`src/rtl/avsc_pkg.sv`:
```
package avsc_pkg;

  // Strobes from the control half to the datapath half
  typedef struct packed {
    logic capture;   // load cause, state and address this edge
    logic clear;     // software clear accepted this edge
  } ctrlStrobes_t;

  // Status byte bit positions (software decodes these)
  localparam int AEF_BIT = 7;
  localparam int WPF_BIT = 6;
  localparam int NXF_BIT = 5;
  localparam int SVF_BIT = 0;

endpackage

```
`src/rtl/avsc_ctrl.sv`:
```
module avsc_ctrl
  import avsc_pkg::*;
#(
  parameter int REG_AW = 2,
  parameter int DATA_W = 8,
  parameter int STATUS_OFFSET = 0
) (
  input  logic              clk,
  input  logic              rstN,
  input  logic              violValid,
  input  logic              regWrEn,
  input  logic [REG_AW-1:0] regAddr,
  input  logic [DATA_W-1:0] regWrData,
  output ctrlStrobes_t      strobes,
  output logic              errFlag,
  output logic              errIrq
);

  localparam logic [REG_AW-1:0] STS_ADDR = REG_AW'(STATUS_OFFSET);

  logic clearHit;
  logic flagNext;
  wire  unusedWrBits = ^regWrData;

  assign clearHit = regWrEn && (regAddr == STS_ADDR) && regWrData[AEF_BIT];

  // A violation captures when nothing is pending, or when the pending
  // record is being cleared in the same cycle (violation has priority).
  always_comb begin
    strobes.capture = violValid && (!errFlag || clearHit);
    strobes.clear   = clearHit && !violValid;
    flagNext        = errFlag;
    if (violValid)    flagNext = 1'b1;
    else if (clearHit) flagNext = 1'b0;
  end

  always_ff @(posedge clk or negedge rstN) begin
    if (!rstN) begin
      errFlag <= 1'b0;
      errIrq  <= 1'b0;
    end else begin
      errFlag <= flagNext;
      errIrq  <= violValid;
    end
  end

endmodule

```
`src/rtl/avsc_datapath.sv`:
```
module avsc_datapath
  import avsc_pkg::*;
#(
  parameter int ADDR_W = 23,
  parameter int REG_AW = 2,
  parameter int DATA_W = 8
) (
  input  logic              clk,
  input  logic              rstN,
  input  ctrlStrobes_t      strobes,
  input  logic              errFlag,
  input  logic              violWrProt,
  input  logic              violNoExec,
  input  logic              violSuper,
  input  logic [ADDR_W-1:0] violAddr,
  input  logic [REG_AW-1:0] regAddr,
  output logic [DATA_W-1:0] regRdData
);

  localparam int ADDR_BYTES = (ADDR_W + DATA_W - 1) / DATA_W;
  localparam int PAD_W      = ADDR_BYTES * DATA_W;

  logic              wpfQ, nxfQ, svfQ;
  logic [ADDR_W-1:0] capAddr;
  logic [PAD_W-1:0]  padAddr;
  logic [DATA_W-1:0] addrByte [ADDR_BYTES];
  logic [DATA_W-1:0] statusByte;

  always_ff @(posedge clk or negedge rstN) begin
    if (!rstN) begin
      wpfQ    <= 1'b0;
      nxfQ    <= 1'b0;
      svfQ    <= 1'b0;
      capAddr <= '0;
    end else if (strobes.capture) begin
      wpfQ    <= violWrProt;
      nxfQ    <= violNoExec;
      svfQ    <= violSuper;
      capAddr <= violAddr;
    end
  end

  assign padAddr = PAD_W'(capAddr);

  // Slice the captured address into bytes; byte 0 is least significant
  genvar g;
  generate
    for (g = 0; g < ADDR_BYTES; g++) begin : gSlice
      assign addrByte[g] = padAddr[g*DATA_W +: DATA_W];
    end
  endgenerate

  always_comb begin
    statusByte          = '0;
    statusByte[AEF_BIT] = errFlag;
    statusByte[WPF_BIT] = wpfQ;
    statusByte[NXF_BIT] = nxfQ;
    statusByte[SVF_BIT] = svfQ;
  end

  // Offset 0 is status; offsets 1.. return the address, most significant first
  always_comb begin
    regRdData = '0;
    if (regAddr == '0) regRdData = statusByte;
    for (int i = 0; i < ADDR_BYTES; i++) begin
      if (regAddr == REG_AW'(i + 1)) regRdData = addrByte[ADDR_BYTES-1-i];
    end
  end

endmodule

```
`src/rtl/violation_status_capture.sv`:
```
module violation_status_capture
  import avsc_pkg::*;
#(
  parameter int ADDR_W = 23,
  parameter int REG_AW = 2,
  parameter int DATA_W = 8
) (
  input  logic              clk,
  input  logic              rstN,
  input  logic              violValid,
  input  logic              violWrProt,
  input  logic              violNoExec,
  input  logic              violSuper,
  input  logic [ADDR_W-1:0] violAddr,
  input  logic              cpuSupervisor,
  input  logic              regWrEn,
  input  logic [REG_AW-1:0] regAddr,
  input  logic [DATA_W-1:0] regWrData,
  output logic [DATA_W-1:0] regRdData,
  output logic              errIrq,
  output logic              regAccessOverride
);

  ctrlStrobes_t strobes;
  logic         errFlag;

  avsc_ctrl #(.REG_AW(REG_AW), .DATA_W(DATA_W), .STATUS_OFFSET(0)) u_ctrl (
    .clk       (clk),
    .rstN      (rstN),
    .violValid (violValid),
    .regWrEn   (regWrEn),
    .regAddr   (regAddr),
    .regWrData (regWrData),
    .strobes   (strobes),
    .errFlag   (errFlag),
    .errIrq    (errIrq)
  );

  avsc_datapath #(.ADDR_W(ADDR_W), .REG_AW(REG_AW), .DATA_W(DATA_W)) u_dp (
    .clk        (clk),
    .rstN       (rstN),
    .strobes    (strobes),
    .errFlag    (errFlag),
    .violWrProt (violWrProt),
    .violNoExec (violNoExec),
    .violSuper  (violSuper),
    .violAddr   (violAddr),
    .regAddr    (regAddr),
    .regRdData  (regRdData)
  );

  assign regAccessOverride = errFlag && cpuSupervisor;

endmodule

```
`config.mk`:
```
export PLATFORM = sky130hd
export DESIGN_NAME = violation_status_capture
export DESIGN_NICKNAME = d
export VERILOG_FILES = /design/src/rtl/avsc_pkg.sv /design/src/rtl/avsc_ctrl.sv /design/src/rtl/avsc_datapath.sv /design/src/rtl/violation_status_capture.sv
export SDC_FILE = /design/constraint.sdc
export NUM_CORES = 1
export LEC_CHECK = 0
export ABC_AREA = 0
export BUFFER_PORTS_ARGS = -buffer_cell sky130_fd_sc_hd__buf_2
export CORE_MARGIN = 3
export CORE_UTILIZATION = 47
export DETAILED_ROUTE_END_ITERATION = 6
export PLACE_DENSITY = 0.78
export SLEW_MARGIN = 15
export SYNTH_ARGS = -nofsm -noshare
export SYNTH_HDL_FRONTEND = slang
export SYNTH_SLANG_ARGS = --single-unit
```
`constraint.sdc`:
```
create_clock -name clk -period 1.46 [get_ports clk]
set_input_delay 0.219 -clock clk [delete_from_list [all_inputs] [get_ports clk]]
set_output_delay 0.219 -clock clk [all_outputs]
set_load 0.005 [all_outputs]
```
=== Yosys cells after proc, flatten, opt, wreduce, memory -nomap -nowiden ===
Index checks and enable logic that the tools add are counted.

* Bits of input ports: 41
* Logic and storage cells: 23
* Register bits: 28
* Output and inout bits: 10

* Multiplexer cells: 6
* Eq/ne operators: 3
* Reduce and logical (&&, ||, !) cells: 8

{| class="wikitable"
|+ Operators with widths
! kind !! number
|-
| $mux 8 || 4
|-
| $eq 2x2->1 const B || 2
|-
| $logic_and 1x1->1 || 4
|-
| $eq 2x1->1 const B || 1
|-
| $logic_not 2->1 || 1
|-
| $mux 1 || 2
|-
| $reduce_bool 2->1 || 1
|-
| $logic_not 1->1 || 1
|-
| $logic_or 1x1->1 || 1
|}

=== Depth between registers and ports, before layout ===
* Depth in word-level cells: 5
* Gate-level depth with buffers: 4
* Depth with buffers taken out: 3

=== Cells and area by module ===
Synthesis repeated with hierarchy kept, for this count alone.

* Cells, all modules: 79
* Area total of the unflattened synthesis: 1272.5 µm²

{| class="wikitable"
|+ By module, submodules not included
! module !! seq. area each (µm²) !! area each (µm²) !! cells an instance !! times used
|-
| avsc_datapath || 650.6 || 1169.9 || 72 || 1
|-
| avsc_ctrl || 50.0 || 96.3 || 6 || 1
|-
| violation_status_capture || 0.0 || 6.3 || 1 || 1
|}

=== Least setup slack after synthesis ===
OpenSTA, ideal clock, no wires.

* Kind: in2reg
* Start: input regAddr[0]
* End: register u_dp.capAddr[13]
* Setup time: 0.125 ns
* Buffers on the path: 1
* Cell stages on the path: 4
* Data required time: 1.335 ns
* Path slack: 0.140 ns
* Data arrival time: 1.195 ns
* Path through: and4bb_2 o21ai_4 buf_6 mux2_2

* Cells in the longest elaborated chain, start to end: 5

{| class="wikitable"
|+ Ends and longest elaborated chain
! item !! line !! RTL
|-
| start, declared || violation_status_capture.sv:17 || <nowiki>input logic [REG_AW-1:0] regAddr,</nowiki>
|-
| $logic_not 2->1 || avsc_ctrl.sv:25 || <nowiki>assign clearHit = regWrEn && (regAddr == STS_ADDR) && regWrData[AEF_BIT];</nowiki>
|-
| $logic_and 1x1->1 (2 in series) || avsc_ctrl.sv:25 ||
|-
| $logic_or 1x1->1 || avsc_ctrl.sv:30 || <nowiki>strobes.capture = violValid && (!errFlag || clearHit);</nowiki>
|-
| $logic_and 1x1->1 || avsc_ctrl.sv:30 ||
|-
| end signal, assigned || avsc_datapath.sv:39 || <nowiki>capAddr <= violAddr;</nowiki>
|-
| end, declared || avsc_datapath.sv:24 || <nowiki>logic [ADDR_W-1:0] capAddr;</nowiki>
|}

No other way between the ends.
A chain may end at the register's enable or synchronous reset.

=== Worst setup path after layout ===
* Start: register u_dp.capAddr[12]
* End: output regRdData[4]

* Cells in the longest elaborated chain, start to end: 2

{| class="wikitable"
|+ Ends and longest elaborated chain
! item !! line !! RTL
|-
| $mux 8 (2 in series) || avsc_datapath.sv:66 || <nowiki>if (regAddr == REG_AW'(i + 1)) regRdData = addrByte[ADDR_BYTES-1-i];</nowiki>
|-
| end, declared || violation_status_capture.sv:19 || <nowiki>output logic [DATA_W-1:0] regRdData,</nowiki>
|}

No other way between the ends.

==> flow_summary.json <==
{
  "hpwl_mm": 1.78,
  "layout_commonest_cell": "sky130_fd_sc_hd__buf_2",
  "grt_max_degree": 29,
  "worstHoldPathType": "input pin to flop",
  "slew_headroom_pct": 59.5,
  "area_growth_syn_to_layout_pct": 28.1,
  "die-height_um": 57.5,
  "placed_cells": 152,
  "die_w_um": 57.5,
  "timing.clock.skew_ns": 0.00897,
  "power.leakage_nw": 0.781,
  "die_area_mm2": 0.00331,
  "root_buffer": "sky130_fd_sc_hd__clkbuf_4",
  "cts_tree": "built",
  "power-per-cell-area_mw_per_mm2": 1310,
  "synth_top_cells_by_area": "sky130_fd_sc_hd__dfrtp_1, sky130_fd_sc_hd__mux2_2, sky130_fd_sc_hd__mux4_2",
  "wl_per_cell_um": 14.9,
  "drive_above_1_share_pct": 68.5,
  "setup_viol": 7,
  "ios": 51,
  "fp_rows": 18,
  "clk_latency_ns": 0.33,
  "setup_repair_after_global_routing_missed_its_margin": "yes",
  "clock_buffer_count_from_cts": 3,
  "final_max_slew_viol_count": 0,
  "clk_pin_slew_worst_paths_ns": 0.15,
  "route.detailed.vias_per_inst": 5.20,
  "first_pass_iters": 4,
  "globalRoute.totalOverflow": 0,
  "worst_ir_drop_vdd_v": 0.000954,
  "peak_fanout_along_the_critical_path": 2,
  "layout.cells.non_filler": 157,
  "worst_pin_slew_ns": 0.608,
  "final_nets": 169,
  "place.gp.congestion": 0.716,
  "setup_slack_ns": -0.112,
  "post_synth.cell_area_avg_um2": 16.0,
  "clk_path_buf_depth": 2,
  "yosys_warnings": 0,
  "cts.sink_count": 28,
  "synthesized_cell_area_mm2": 0.00125,
  "final.hold.worst_slack_ns": 0.0476,
  "grt_use_total_pct": 15.3,
  "final-hold-violation-count": 0,
  "synth_top_cell_area_share_pct": 56.2,
  "timing.setup.critical_path_class": "flop to output pin",
  "post_cts.repair.setup_buffers": 0,
  "ys_types": 16,
  "diodes_inserted": 0,
  "start_util_pct": 49.9,
  "data_required_time_at_the_worst_endpoint_ns": 1.24,
  "vias_in_the_first_global_route": 940,
  "route.detailed.drc": 0,
  "dp_slack_ns": 0.0428,
  "fin_tns_setup_ns": -0.506,
  "core_area_mm2": 0.00250,
  "yosysSeqAreaShare_pct": 56.2,
  "grt_first_pass_wirelength_mm": 3.91,
  "dr.first_iter.drc_count": 9,
  "violated_checks": "setup timing",
  "synth_area_leader_cell": "sky130_fd_sc_hd__dfrtp_1",
  "h-tree-depth": 1,
  "synth_cells": 78,
  "max_cap_viol_count": 0,
  "max_freq_mhz": 636,
  "route.antenna.remaining_nets": 0,
  "crit_path_start_kind": "flop",
  "fin_crit_ns": 1.57,
  "run_status": "finished with violations",
  "num_vias": 816,
  "worst_ep_arrival_time_ns": 1.35,
  "postSynthNetCount": 119,
  "detail_route.wirelength_mm": 2.33,
  "final_min_period_over_clock_period_pct": 108,
  "initial_antenna_violation_count": 0,
  "port-buffer-count": 43,
  "mostFrequentLayoutCells": "sky130_fd_sc_hd__buf_2, sky130_fd_sc_hd__mux2_2, sky130_fd_sc_hd__dfrtp_1",
  "synth-seq-cells": 28,
  "setup.worst_path.end_class": "output pin"
}
state kept, by name (all words and copies together) (netlist names):
| signal | cells |
|---|---|
| u_dp.nxfQ | 1 |
| u_ctrl.errIrq | 1 |
| u_dp.wpfQ | 1 |
| u_dp.svfQ | 1 |
| u_ctrl.errFlag | 1 |
| u_dp.capAddr | 23 |
where the power goes:
part	switching (W)	internal [W]	total, W
sequential	0.0000994	0.000983	0.00108
clock	0.000221	0.000278	0.000499
combinational	0.000162	0.000342	0.000504
logic make-up after synthesis:
family | synth area share [%]
flip-flops | 56.2
buffers and inverters | 2.81
AND/OR/NAND/NOR | 2.31
multiplexers | 33.4
AO/OA/AOI/OAI | 5.32
cells in the mapped netlist:
| master | number |
|---|---|
| sky130_fd_sc_hd__mux2_2 | 30 |
| sky130_fd_sc_hd__dfrtp_1 | 28 |
| sky130_fd_sc_hd__a22o_1 | 4 |
| sky130_fd_sc_hd__mux4_2 | 3 |
| sky130_fd_sc_hd__buf_6 | 2 |
| sky130_fd_sc_hd__and2_1 | 1 |
| sky130_fd_sc_hd__and4bb_2 | 1 |
| sky130_fd_sc_hd__buf_2 | 1 |
| sky130_fd_sc_hd__clkbuf_1 | 1 |
| sky130_fd_sc_hd__inv_1 | 1 |
| sky130_fd_sc_hd__mux2_1 | 1 |
| sky130_fd_sc_hd__nand2_1 | 1 |
| sky130_fd_sc_hd__nor2b_1 | 1 |
| sky130_fd_sc_hd__o21ai_4 | 1 |
| sky130_fd_sc_hd__o21bai_1 | 1 |
| sky130_fd_sc_hd__o31ai_1 | 1 |
final cells by class:
cell class	instances	area, µm²
Clock buffer	3	22.5
Clock inverter	1	30.0
Fill cell	218	902
Inverter	1	3.75
Multi-Input combinational cell	45	515
Sequential cell	28	701
Tap cell	30	37.5
Timing Repair Buffer	49	288
final timing paths:
kind                                              start                           end  slack [ns]  cells after the start
setup / recovery           u_dp.capAddr[12]$_DFFE_PN0P_                  regRdData[4]       -0.11                      3
hold / removal                                violValid       u_ctrl.errIrq$_DFF_PN0_        0.05                      1
setup reg to reg             u_ctrl.errFlag$_DFFE_PN0P_  u_dp.capAddr[18]$_DFFE_PN0P_        0.17                      4
hold reg to reg            u_dp.capAddr[22]$_DFFE_PN0P_  u_dp.capAddr[22]$_DFFE_PN0P_        0.51                      1
max in group asynchronous                          rstN  u_dp.capAddr[18]$_DFFE_PN0P_        0.64                      2
min in group asynchronous                          rstN  u_dp.capAddr[12]$_DFFE_PN0P_        0.41                      2
worst max-delay path, cell delays in order (launching register included):
cell,delay (ns)
sky130_fd_sc_hd__dfrtp_1,0.41
sky130_fd_sc_hd__mux2_4,0.27
sky130_fd_sc_hd__a22o_1,0.21
sky130_fd_sc_hd__buf_2,0.13
per-stage QoR:
| stage | util (%) | power, W | instance area (µm²) |
|---|---|---|---|
| 2_1_floorplan | - | 0.00140 | 1250 |
| 3_3_place_gp | 61.3 | 0.00157 | 1530 |
| 3_5_place_dp | 61.3 | 0.00161 | 1530 |
| 4_1_cts | 63.8 | 0.00211 | 1590 |
| 5_1_grt | 63.9 | 0.00222 | 1600 |
| 6_report | 63.9 | 0.00209 | 1600 |
metal layers:
| metal | track usage, % | vias up | routed length (µm) |
|---|---|---|---|
| li1 | - | 384 | - |
| met1 | 18.6 | 392 | 982 |
| met2 | 26.0 | 35 | 1130 |
| met3 | 3.62 | 5 | 180 |
| met4 | 5.96 | 0 | 37 |
| met5 | 0 | - | 0 |
repair_timing:
item,CTS,global route
endpoints found under the setup margin,8,8
endpoints found under the hold margin,28,0
resized for setup,0,1
hold buffers,1,0
pin swaps,1,0
(Power assumes the default switching activity.)
